==> src/rtl/desc_upd_pkg.sv <==
package desc_upd_pkg;

   // control/status word bit positions (memory layout, fixed)
   localparam int CB_SPD     = 29;
   localparam int CB_ERR_LO  = 27;
   localparam int CB_ISO     = 25;
   localparam int CB_IOC     = 24;
   localparam int CB_ACT     = 23;
   localparam int CB_STL     = 22;
   localparam int CB_BAB     = 20;
   localparam int CB_NAK     = 19;
   localparam int CB_TMO     = 18;
   localparam int ACTLEN_W   = 11;

   typedef enum logic [1:0] {
      DISP_DONE  = 2'd0,
      DISP_SKIP  = 2'd1,
      DISP_PEND  = 2'd2,
      DISP_FATAL = 2'd3
   } disp_e;

   typedef enum logic [2:0] {
      RES_DATA   = 3'd0,
      RES_STALL  = 3'd1,
      RES_BABBLE = 3'd2,
      RES_NAK    = 3'd3,
      RES_TMO    = 3'd4
   } res_e;

   typedef struct packed {
      logic [7:0]          pid;
      logic [6:0]          addr;
      logic [3:0]          ep;
      logic [ACTLEN_W-1:0] max_len;
   } tok_t;

   typedef struct packed {
      logic [31:0] ctrl;
      disp_e       disp;
      logic        ioc;
      logic        shrt;
      logic        usb_err;
      logic        proc_err;
   } verdict_t;

endpackage

==> src/rtl/desc_token_decode.sv <==
module desc_token_decode
   import desc_upd_pkg::*;
#(
   parameter logic [7:0] PID_SETUP = 8'h2D,
   parameter logic [7:0] PID_IN    = 8'h69,
   parameter logic [7:0] PID_OUT   = 8'hE1
) (
   input  logic [31:0] token,
   output tok_t        tok,
   output logic        pid_ok,
   output logic        is_setup,
   output logic        is_in
);
   localparam int NUM_PID = 3;
   localparam logic [7:0] PID_TAB [NUM_PID] = '{PID_SETUP, PID_IN, PID_OUT};

   logic [NUM_PID-1:0] hit;

   for (genvar g = 0; g < NUM_PID; g++) begin : g_pid
      assign hit[g] = (token[7:0] == PID_TAB[g]);
   end

   assign pid_ok      = |hit;
   assign is_setup    = hit[0];
   assign is_in       = hit[1];
   assign tok.pid     = token[7:0];
   assign tok.addr    = token[14:8];
   assign tok.ep      = token[18:15];
   assign tok.max_len = token[31:21] + 11'd1;
endmodule

==> src/rtl/desc_status_core.sv <==
module desc_status_core
   import desc_upd_pkg::*;
#(
   parameter int LEN_W = 12
) (
   input  logic [31:0]      ctrl,
   input  logic [2:0]       kind,
   input  logic [LEN_W-1:0] len,
   input  tok_t             tok,
   input  logic             pid_ok,
   input  logic             is_setup,
   input  logic             is_in,
   output verdict_t         vd
);
   logic [LEN_W-1:0] max_ext;
   logic             oversize;
   logic             undersize;
   logic [2:0]       kind_eff;
   logic [1:0]       err_cnt;
   logic [1:0]       err_dec;
   logic [ACTLEN_W-1:0] act_len;

   assign max_ext   = LEN_W'(tok.max_len);
   assign oversize  = is_in && (len > max_ext);
   assign undersize = len < max_ext;
   assign kind_eff  = (kind == RES_NAK && is_setup) ? RES_TMO : kind;
   assign err_cnt   = ctrl[CB_ERR_LO+1:CB_ERR_LO];
   assign err_dec   = err_cnt - 2'd1;
   assign act_len   = len[ACTLEN_W-1:0] - 11'd1;

   always_comb begin
      vd          = '0;
      vd.ctrl     = ctrl;
      vd.disp     = DISP_SKIP;
      if (!ctrl[CB_ACT]) begin
         vd.disp = DISP_SKIP;
      end else if (!pid_ok) begin
         vd.disp     = DISP_FATAL;
         vd.proc_err = 1'b1;
      end else begin
         if (ctrl[CB_ISO])
            vd.ctrl[CB_ACT] = 1'b0;
         case (kind_eff)
            RES_DATA: begin
               vd.ctrl[ACTLEN_W-1:0] = act_len;
               vd.ctrl[CB_ACT]       = 1'b0;
               vd.ctrl[CB_NAK]       = 1'b0;
               vd.ioc                = ctrl[CB_IOC];
               if (oversize) begin
                  vd.ctrl[CB_BAB] = 1'b1;
                  vd.ctrl[CB_STL] = 1'b1;
                  vd.usb_err      = 1'b1;
                  vd.disp         = DISP_SKIP;
               end else if (ctrl[CB_SPD] && undersize) begin
                  vd.shrt = 1'b1;
                  vd.disp = DISP_SKIP;
               end else begin
                  vd.disp = DISP_DONE;
               end
            end
            RES_STALL, RES_BABBLE: begin
               vd.ctrl[CB_STL] = 1'b1;
               if (kind_eff == RES_BABBLE)
                  vd.ctrl[CB_BAB] = 1'b1;
               vd.ctrl[CB_ACT] = 1'b0;
               vd.usb_err      = 1'b1;
               vd.ioc          = ctrl[CB_IOC];
               vd.disp         = DISP_SKIP;
            end
            RES_NAK: begin
               vd.ctrl[CB_NAK] = 1'b1;
               vd.disp         = DISP_PEND;
            end
            default: begin
               vd.ctrl[CB_TMO] = 1'b1;
               vd.disp         = DISP_SKIP;
               if (err_cnt != 2'd0) begin
                  vd.ctrl[CB_ERR_LO+1:CB_ERR_LO] = err_dec;
                  if (err_dec == 2'd0) begin
                     vd.ctrl[CB_ACT] = 1'b0;
                     vd.usb_err      = 1'b1;
                     vd.ioc          = ctrl[CB_IOC];
                  end
               end
            end
         endcase
      end
   end
endmodule

==> src/rtl/desc_out_stage.sv <==
module desc_out_stage #(
   parameter int W = 8
) (
   input  logic         clk,
   input  logic         rst_n,
   input  logic         in_valid,
   output logic         in_ready,
   input  logic [W-1:0] in_data,
   output logic         out_valid,
   input  logic         out_ready,
   output logic [W-1:0] out_data
);
   logic         vld_q;
   logic [W-1:0] dat_q;
   logic         take;

   assign in_ready  = !vld_q || out_ready;
   assign take      = in_valid && in_ready;
   assign out_valid = vld_q;
   assign out_data  = dat_q;

   always_ff @(posedge clk) begin
      if (!rst_n) begin
         vld_q <= 1'b0;
      end else if (take) begin
         vld_q <= 1'b1;
      end else if (out_ready) begin
         vld_q <= 1'b0;
      end
   end

   always_ff @(posedge clk) begin
      if (!rst_n)
         dat_q <= '0;
      else if (take)
         dat_q <= in_data;
   end
endmodule

==> src/rtl/desc_status_updater.sv <==
module desc_status_updater
   import desc_upd_pkg::*;
#(
   parameter int         LEN_W     = 12,
   parameter logic [7:0] PID_SETUP = 8'h2D,
   parameter logic [7:0] PID_IN    = 8'h69,
   parameter logic [7:0] PID_OUT   = 8'hE1
) (
   input  logic             clk,
   input  logic             rst_n,
   input  logic             i_valid,
   output logic             o_in_ready,
   input  logic [31:0]      i_ctrl,
   input  logic [31:0]      i_token,
   input  logic [2:0]       i_kind,
   input  logic [LEN_W-1:0] i_len,
   output logic             o_valid,
   input  logic             i_out_ready,
   output logic [31:0]      o_ctrl,
   output logic [1:0]       o_disp,
   output logic             o_ioc,
   output logic             o_short,
   output logic             o_usb_err,
   output logic             o_proc_err,
   output logic [7:0]       o_pid,
   output logic [6:0]       o_dev_addr,
   output logic [3:0]       o_endpt,
   output logic [10:0]      o_max_len
);
   localparam int PAY_W = $bits(verdict_t) + $bits(tok_t);

   if (LEN_W < ACTLEN_W + 1) begin : g_len_chk
      $error("LEN_W must hold counts above the largest maximum length");
   end
   if (PID_SETUP == PID_IN || PID_IN == PID_OUT || PID_SETUP == PID_OUT) begin : g_pid_chk
      $error("PID codes must be distinct");
   end

   tok_t     tok;
   verdict_t vd;
   logic     pid_ok, is_setup, is_in;
   tok_t     tok_q;
   verdict_t vd_q;

   desc_token_decode #(
      .PID_SETUP (PID_SETUP),
      .PID_IN    (PID_IN),
      .PID_OUT   (PID_OUT)
   ) dec_i (
      .token    (i_token),
      .tok      (tok),
      .pid_ok   (pid_ok),
      .is_setup (is_setup),
      .is_in    (is_in)
   );

   desc_status_core #(.LEN_W(LEN_W)) core_i (
      .ctrl     (i_ctrl),
      .kind     (i_kind),
      .len      (i_len),
      .tok      (tok),
      .pid_ok   (pid_ok),
      .is_setup (is_setup),
      .is_in    (is_in),
      .vd       (vd)
   );

   desc_out_stage #(.W(PAY_W)) out_i (
      .clk       (clk),
      .rst_n     (rst_n),
      .in_valid  (i_valid),
      .in_ready  (o_in_ready),
      .in_data   ({vd, tok}),
      .out_valid (o_valid),
      .out_ready (i_out_ready),
      .out_data  ({vd_q, tok_q})
   );

   assign o_ctrl     = vd_q.ctrl;
   assign o_disp     = vd_q.disp;
   assign o_ioc      = vd_q.ioc;
   assign o_short    = vd_q.shrt;
   assign o_usb_err  = vd_q.usb_err;
   assign o_proc_err = vd_q.proc_err;
   assign o_pid      = tok_q.pid;
   assign o_dev_addr = tok_q.addr;
   assign o_endpt    = tok_q.ep;
   assign o_max_len  = tok_q.max_len;
endmodule

==> config.mk <==
export PLATFORM = sky130hd
export DESIGN_NAME = desc_status_updater
export DESIGN_NICKNAME = d
export VERILOG_FILES = /design/src/rtl/desc_upd_pkg.sv /design/src/rtl/desc_token_decode.sv /design/src/rtl/desc_status_core.sv /design/src/rtl/desc_out_stage.sv /design/src/rtl/desc_status_updater.sv
export SDC_FILE = /design/constraint.sdc
export NUM_CORES = 1
export LEC_CHECK = 0
export BUFFER_PORTS_ARGS = -buffer_cell sky130_fd_sc_hd__buf_2
export CAP_MARGIN = 10
export CORE_UTILIZATION = 45
export DETAILED_ROUTE_END_ITERATION = 16
export PLACE_DENSITY = 0.76
export SLEW_MARGIN = 25
export SYNTH_ARGS = -nofsm -noshare
export SYNTH_HDL_FRONTEND = slang
export SYNTH_SLANG_ARGS = --single-unit
==> constraint.sdc <==
create_clock -name clk -period 6.3 [get_ports clk]
set_input_delay 1.89 -clock clk [delete_from_list [all_inputs] [get_ports clk]]
set_output_delay 1.89 -clock clk [all_outputs]
set_load 0.01 [all_outputs]
==> impl_metrics.yaml, run 1 <==
synthesis:
  synthSimpleGateAreaFrac: 0.242
  yosysTopAreaCell: "dfxtp_1"
  syn-num-nets: 511
  synth_most_common_cell: "nand2_1"
  synth_top_area_frac: 0.394
  synthCells: 415
  ys_top_cells_by_count: "nand2_1 (91), dfxtp_1 (69), a21boi_0 (35)"
  synth_cell_types: 55
  ys_ff_latch: 69
  ys.flop_type: "dfxtp_1"
  post_synth_instance_area_um2: 3500
  syn_area_per_cell_um2: 8.44
  synth-adder-area-share: 0.0464
  synth_xor_area_frac: 0.0475
  postSynth.asyncResetShare: 0
  synth-warning-count: 0
  synth-edff-count: 0
  yosysSeqAreaShare: 0.394
  synth-compound-area-share: 0.217
  synth_top_family_by_area: "simple AND/OR/NAND/NOR gates"
  muxShareOfSynthArea: 0.0175
  synthTopCellsByArea: "dfxtp_1 (39%), nand2_1 (9.8%), a21boi_0 (7.5%), ha_1 (4.6%), xor2_1 (2.5%)"
sta:
  period_share: 0.709
  fmax_mhz: 224
  hold_ws_ps: 452
  finalSetupViolations: 0
  tightest_slew_ps: 1020
  drv_slew: 0
  setup_slack_ps: 1840
  grt_setup_unrepaired: "false"
  slew-limit-headroom: 0.320
  tns_ps: 0
  finalHoldViolations: 0
  finalCriticalPeriod_ps: 4460
  finClkSkew_ps: 4.23
floorplanning:
  start_util: 0.475
  die_w_um: 90.2
  dieArea_um2: 8140
  die_h_um: 90.2
  num_rows: 31
  pin_count: 153
  core_area_um2: 7370
routing:
  ant_nets: 0
  vias_per_cell: 5.28
  drt_iter0_markers: 204
  drcViolationCount: 0
  drt_wl_total_um: 9620
  drt_first_pass_iters: 4
  routedWlPerCell_um: 14.6
  vias: 3477
finish:
  fillers: 725
  num-nets-final: 651
  drive_gt1_frac: 0.316
  areaGrowthSynthToFinish_pct: 28.5
  antenna_cells: 0
  fin_util: 0.611
clocking:
  clk_pin_slew_ps: 70
  cts_resized: 0
  cts_buffer_depth: 2
  cts.sinks: 69
  cts_tree: "built"
  root_buffer: "clkbuf_8"
  h-tree-depth: 3
  cts_setup_buffers: 0
  postCtsHoldBufs: 0
  cts_buffers: 9
  clkLatencyLatePin_ps: 340
power_and_ir_drop:
  powerDensity_nw_per_um2: 223
  internal-power_mw: 0.724
  power.leakage_nw: 2.07
  switchingPower_mw: 0.282
  ir_worst_vdd_uv: 112
  switching_share: 0.280
  total_power_mw: 1.01
  power_frac_clock: 0.344
  seq_power_share: 0.473
  pwr-share-comb: 0.182
global_routing:
  grt_remaining_overflow: 0
  grtUsageTotal: 0.236
  grt_pass1_wl_um: 15400
  grt_start_max_net_pins: 53
  grt_pass1_vias: 3250
  antenna_found_initial: 0
setup_path:
  cp_slowest_cell: "nor2b_1"
  cp_max_fo: 5
  slowest_delay_ps: 260
  cp-end-kind: "output port"
  cp.required_ps: 4410
  arrival_ps: 2570
  path_class: "primary input to output port"
  crit_top_cell: "buf_2"
  cp-start-kind: "primary input"
  worstPathCellList: "buf_2 -> nor2b_1 -> inv_1 -> buf_2"
run:
  drv_cap: 0
outcome:
  status: "finished clean"
placed_design:
  hpwl_um: 7290
  gp_congestion: 0.840
  port_buffers: 150
  dp_slack_ps: 1840
worst_hold_path:
  hp-class: "flip-flop to flip-flop"
[worst paths after layout]
check | start | endpoint | slack [ps] | cells past startpoint
min reg2reg | out_i.out_data[38] | out_i.out_data[38] | 450 | 2
max reg2reg | out_i.out_valid | out_i.out_data[31] | 4070 | 6
max | i_out_ready | o_in_ready | 1840 | 4
min | out_i.out_data[38] | out_i.out_data[38] | 450 | 2
[power by group through the flow]
stage | clock, mW | combinational (mW) | sequential [mW]
6_report | 0.346 | 0.183 | 0.476
5_1_grt | 0.373 | 0.202 | 0.479
4_1_cts | 0.355 | 0.183 | 0.476
3_5_place_dp | 0 | 0.183 | 0.486
3_3_place_gp | 0 | 0.178 | 0.485
2_1_floorplan | 0 | 0.0864 | 0.499
[kinds of logic after synthesis]
group,count (synthesis)
xor+xnor,19
buf+inv,33
flops,69
mux,6
compound gates,107
simple gates,168
fa+ha+maj,13
[flip-flops by register name (all words and copies together) (netlist names)]
register	cells
out_i.out_data	68
out_i.out_valid	1
[worst max-delay path: cells and delay by family]
kind,cells,cell delay [ps]
buf+inv,3,420
simple gates,1,260
[cell type report]
| type | instances | area [µm²] | area share |
|---|---|---|---|
| Clock buffer | 12 | 135 | 0.0300 |
| Clock inverter | 4 | 48.8 | 0.0108 |
| Inverter | 10 | 37.5 | 0.00834 |
| Multi-Input combinational cell | 313 | 2010 | 0.446 |
| Sequential cell | 69 | 1380 | 0.307 |
| Tap cell | 99 | 124 | 0.0275 |
| Timing Repair Buffer | 152 | 766 | 0.170 |
[cells in the final DEF, fill, tap and decap left out, types with 3 or more instances in the layout]
cell / n
nand3_1: 16
nor2_1: 14
a211oi_1: 3
nand4_1: 7
o21ai_1: 10
mux2i_1: 5
o211ai_1: 5
xor2_1: 10
a21oi_1: 10
nor3_1: 8
nand2b_1: 3
ha_1: 13
buf_2: 150
nand2_1: 90
o21ai_0: 14
dfxtp_1: 69
and3_1: 3
o31ai_1: 3
clkbuf_8: 9
nand4b_1: 3
nor2b_1: 3
a31oi_1: 4
a21boi_0: 35
inv_1: 10
xnor2_1: 9
clkbuf_1: 3
o211a_1: 7
[per-stage QoR]
step	instances	cell area, µm²
5_1_grt	659	4500
3_3_place_gp	643	4320
2_1_floorplan	415	3500
4_1_cts	659	4500
3_5_place_dp	643	4320
6_report	659	4500
[layer usage]
| layer | up-vias | GRT usage | routed length (µm) |
|---|---|---|---|
| li1 | 1756 | - | - |
| met1 | 1579 | 0.286 | 4180 |
| met2 | 124 | 0.400 | 4630 |
| met3 | 18 | 0.0457 | 588 |
| met4 | 0 | 0.114 | 226 |
| met5 | - | 0 | 0 |
(Power assumes the default switching activity.)
==> inputs of run 2 (changes only) <==
CORE_UTILIZATION = 43   (was 45)
clock period = 4.1 ns   (was 6.3 ns; I/O delays follow)
==> run 2 against run 1 <==
- global-route usage is 0.76 points lower
- register-to-register slack worse by 1900 ps
- wire length hardly changed
- flip-flop and latch count stayed put
- first-iteration DRC count is 21% lower
- via count is 0.63% higher
- die area is 4.5% higher
- worst setup slack worse by 1200 ps
- critical path type is now primary input to flip-flop
- largest cell class unchanged
- highest routed layer unchanged
==> impl_metrics.yaml, run 2 (synthesized netlist as in run 1, its figures left out) <==
floorplanning:
  die_h_um: 92.2
  num_rows: 32
  die_w_um: 92.2
  core_area_um2: 7810
  dieArea_um2: 8510
  pin_count: 153
  start_util: 0.449
setup_path:
  cp.required_ps: 4380
  cp_max_fo: 6
  startpoint: "i_token[21]"
  cp-end-kind: "flip-flop"
  crit_top_cell: "ha_1"
  endpoint: "out_i.out_data[32]"
  r2r_slack_ps: 2210
  r2r_end: "out_i.out_data[47]"
  cp-start-kind: "primary input"
  worstPathCellList: "buf_2 -> ha_1 -> nand3_1 -> nor2_1 -> xnor2_1 -> ha_1 -> a211oi_1 -> o211ai_1 -> or2_1 -> or4_1 -> a21boi_1"
  r2r_cells: 6
  rr_startpoint: "out_i.out_valid"
  slowest_delay_ps: 530
  cp_slowest_cell: "or4_1"
  arrival_ps: 3730
  path_class: "primary input to flip-flop"
sta:
  tightest_slew_ps: 771
  fmax_mhz: 290
  finalCriticalPeriod_ps: 3450
  finalSetupViolations: 0
  hold_ws_ps: 452
  finClkSkew_ps: 7.87
  slew-limit-headroom: 0.486
  grt_setup_unrepaired: "false"
  drv_slew: 0
  setup_slack_ps: 647
  tns_ps: 0
  finalHoldViolations: 0
  period_share: 0.842
finish:
  final_common_cell: "buf_2"
  final_cell_mix: "buf_2 (150), nand2_1 (90), dfxtp_1 (69)"
  fillers: 751
  drive_gt1_frac: 0.322
  largest_reg_flops: 68
  num-nets-final: 654
  areaGrowthSynthToFinish_pct: 29.1
  finalNonFillerCells: 664
  fin_util: 0.579
  antenna_cells: 0
  final_area_um2: 4520
outcome:
  status: "finished clean"
global_routing:
  grt_start_max_net_pins: 52
  grt_pass1_vias: 3324
  grt_pass1_wl_um: 15400
  grtUsageTotal: 0.229
  grt_remaining_overflow: 0
  antenna_found_initial: 0
placed_design:
  hpwl_um: 7330
  dp_slack_ps: 323
  gp_congestion: 0.871
  place_area_um2: 4340
  port_buffers: 150
  dp.cells: 649
clocking:
  cts_setup_buffers: 0
  cts_buffers: 9
  clk_pin_slew_ps: 70
  clkLatencyLatePin_ps: 340
  cts.sinks: 69
  cts_tree: "built"
  root_buffer: "clkbuf_8"
  postCtsHoldBufs: 0
  cts_resized: 0
  h-tree-depth: 3
  cts_buffer_depth: 2
routing:
  drcViolationCount: 0
  drt_first_pass_iters: 4
  routedWlPerCell_um: 14.5
  vias_per_cell: 5.27
  vias: 3499
  drt_iter0_markers: 162
  drt_wl_total_um: 9630
  ant_nets: 0
power_and_ir_drop:
  powerDensity_nw_per_um2: 341
  ir_worst_vdd_uv: 142
  power.leakage_nw: 2.08
  total_power_mw: 1.54
run:
  drv_cap: 0
worst_hold_path:
  hp-start: "out_i.out_data[32]"
  hp-class: "flip-flop to flip-flop"
-- run 2: cell count changes in the layout (fill, tap and decap cells not counted), sizes merged --
cell | previous run | this run
clkinvlp | 0 | 1
clkbuf | 12 | 10
buf | 152 | 155
-- run 2: report_power, final --
| group | switching, mW | internal [mW] | total [mW] |
|---|---|---|---|
| registers | 0.0197 | 0.712 | 0.732 |
| clock network | 0.250 | 0.275 | 0.525 |
| logic | 0.163 | 0.122 | 0.285 |
-- run 2: final cells by class --
type,count,area [µm²],share of cell area
Clock buffer,10,128,0.0282
Sequential cell,69,1380,0.305
Tap cell,102,128,0.0282
Timing Repair Buffer,155,788,0.174
Clock inverter,5,52.6,0.0116
Inverter,10,37.5,0.00830
Multi-Input combinational cell,313,2010,0.444
-- run 2: how the worst min path moves through the flow --
stage / slack [ps] / depth (start not counted) / end
3_3_place_gp: 440 / 2 / out_i.out_data[38]
3_5_place_dp: 440 / 2 / out_i.out_data[32]
6_report: 450 / 2 / out_i.out_data[32]
5_1_grt: 480 / 2 / out_i.out_data[32]
4_1_cts: 460 / 2 / out_i.out_data[32]
2_1_floorplan: 470 / 2 / out_i.out_data[42]
-- run 2: critical path: cells and delay by family --
kind / cells / cell delay (ps)
AOI/OAI and AO/OA: 3 / 520
and+or+nand+nor: 4 / 1160
xor gates and xnor gates: 1 / 170
buffers and inverters: 1 / 130
adders and majority gates: 2 / 510
-- run 2: routing by layer --
layer	global-route usage	part of all wire	up-vias
li1	-	-	1756
met1	0.271	0.43	1596
met2	0.389	0.47	135
met3	0.0680	0.081	12
met4	0.0833	0.014	0
met5	0	0	-
==> inputs of run 3 (changes only) <==
CORE_UTILIZATION = 45   (was 43)
clock period = 3.6 ns   (was 4.1 ns; I/O delays follow)
==> run 3 against run 2 <==
- count of clock-buffer cells in the layout unchanged
- global-route usage up 0.80 points
- critical endpoint unchanged
- wire length down 1.0%
- largest cell class unchanged
- critical path type unchanged
==> impl_metrics.yaml, run 3 (synthesized netlist as in run 1, its figures left out) <==
setup_path:
  r2r_slack_ps: 1660
  critical-path-top-delay-family: "simple AND/OR/NAND/NOR gates"
  cp.buffers_inverters: 1
  slowest_delay_ps: 520
  cp_slowest_cell: "or4_1"
  cp-start-kind: "primary input"
  cp-end-kind: "flip-flop"
  path_class: "primary input to flip-flop"
  cp.required_ps: 3870
  arrival_ps: 3480
  worstPathCellList: "buf_2 -> and3_1 -> and4_1 -> nand4_1 -> xor2_1 -> ha_1 -> nand4b_1 -> o211ai_1 -> or2_1 -> or4_1 -> a21boi_1"
  cp_max_fo: 4
global_routing:
  grt_pass1_wl_um: 15600
  grtUsageTotal: 0.237
  antenna_found_initial: 0
  grt_pass1_vias: 3247
  grt_start_max_net_pins: 39
  grt_remaining_overflow: 0
sta:
  setup_slack_ps: 395
  finClkSkew_ps: 7.29
  tightest_slew_ps: 639
  finalHoldViolations: 0
  drv_slew: 0
  tns_ps: 0
  finalSetupViolations: 0
  slew-limit-headroom: 0.570
  period_share: 0.890
  finalCriticalPeriod_ps: 3200
  grt_setup_unrepaired: "false"
  fmax_mhz: 312
  hold_ws_ps: 446
routing:
  drcViolationCount: 0
  routedWlPerCell_um: 14.3
  drt_first_pass_iters: 5
  drt_wl_total_um: 9530
  ant_nets: 0
  vias: 3525
  drt_iter0_markers: 149
  vias_per_cell: 5.31
placed_design:
  port_buffers: 150
  gp_congestion: 0.884
  dp_slack_ps: 67.5
  hpwl_um: 7360
clocking:
  cts_buffer_depth: 2
  h-tree-depth: 3
  postCtsHoldBufs: 0
  clkLatencyLatePin_ps: 340
  cts_tree: "built"
  clk_pin_slew_ps: 80
  cts_buffers: 9
  cts_setup_buffers: 0
  root_buffer: "clkbuf_8"
  cts.sinks: 69
  cts_resized: 0
power_and_ir_drop:
  powerDensity_nw_per_um2: 398
  ir_worst_vdd_uv: 205
  power.leakage_nw: 2.10
  total_power_mw: 1.82
finish:
  final_cell_mix: "buf_2 (150), nand2_1 (90), dfxtp_1 (69)"
  final_common_cell: "buf_2"
  largest_reg_flops: 68
  drive_gt1_frac: 0.327
  areaGrowthSynthToFinish_pct: 30.2
  fillers: 698
  antenna_cells: 0
  regArea_um2: 1380
  num-nets-final: 656
  multi_input_area_um2: 2010
floorplanning:
  num_rows: 31
  dieArea_um2: 8140
  die_h_um: 90.2
  die_w_um: 90.2
  core_area_um2: 7370
  pin_count: 153
  start_util: 0.475
run:
  drv_cap: 0
outcome:
  status: "finished clean"
worst_hold_path:
  hp-class: "flip-flop to flip-flop"
[run 3: power breakdown]
group / internal (mW) / switching [mW]
sequential: 0.811 / 0.0215
clock: 0.345 / 0.312
combinational: 0.140 / 0.186
[run 3: stage by stage]
step / area (µm²) / util / cells
2_1_floorplan: 3500 / - / 415
3_3_place_gp: 4350 / 0.591 / 648
3_5_place_dp: 4350 / 0.591 / 648
4_1_cts: 4560 / 0.619 / 664
5_1_grt: 4560 / 0.619 / 664
6_report: 4560 / 0.619 / 664
[run 3: tightest hold or removal path: stages, from the launching register on]
cell,delay [ps]
dfxtp_1,310
nand2_1,40
o21ai_1,50
[run 3: path summary, 6_finish.rpt]
check / depth (start not counted) / to / from
setup / recovery: 11 / out_i.out_data[32] / i_token[23]
hold / removal: 2 / out_i.out_data[38] / out_i.out_data[38]
setup reg to reg: 6 / out_i.out_data[52] / out_i.out_valid
hold reg to reg: 2 / out_i.out_data[38] / out_i.out_data[38]
[run 3: area by class of cell]
type / count / share of cell area
well taps: 99 / 0.0272
clock buffers: 10 / 0.0302
multi-input cells: 313 / 0.440
repair buffers: 157 / 0.176
inverters: 10 / 0.00823
clock inverters: 6 / 0.0154
flip-flops and latches: 69 / 0.303
[run 3: layer usage]
layer  track usage  vias up  share of wire
met1         0.301     1615           0.43
li1              -     1760              -
met5             0        -              0
met2         0.396      132           0.48
met4        0.0820        0          0.017
met3        0.0499       18          0.070
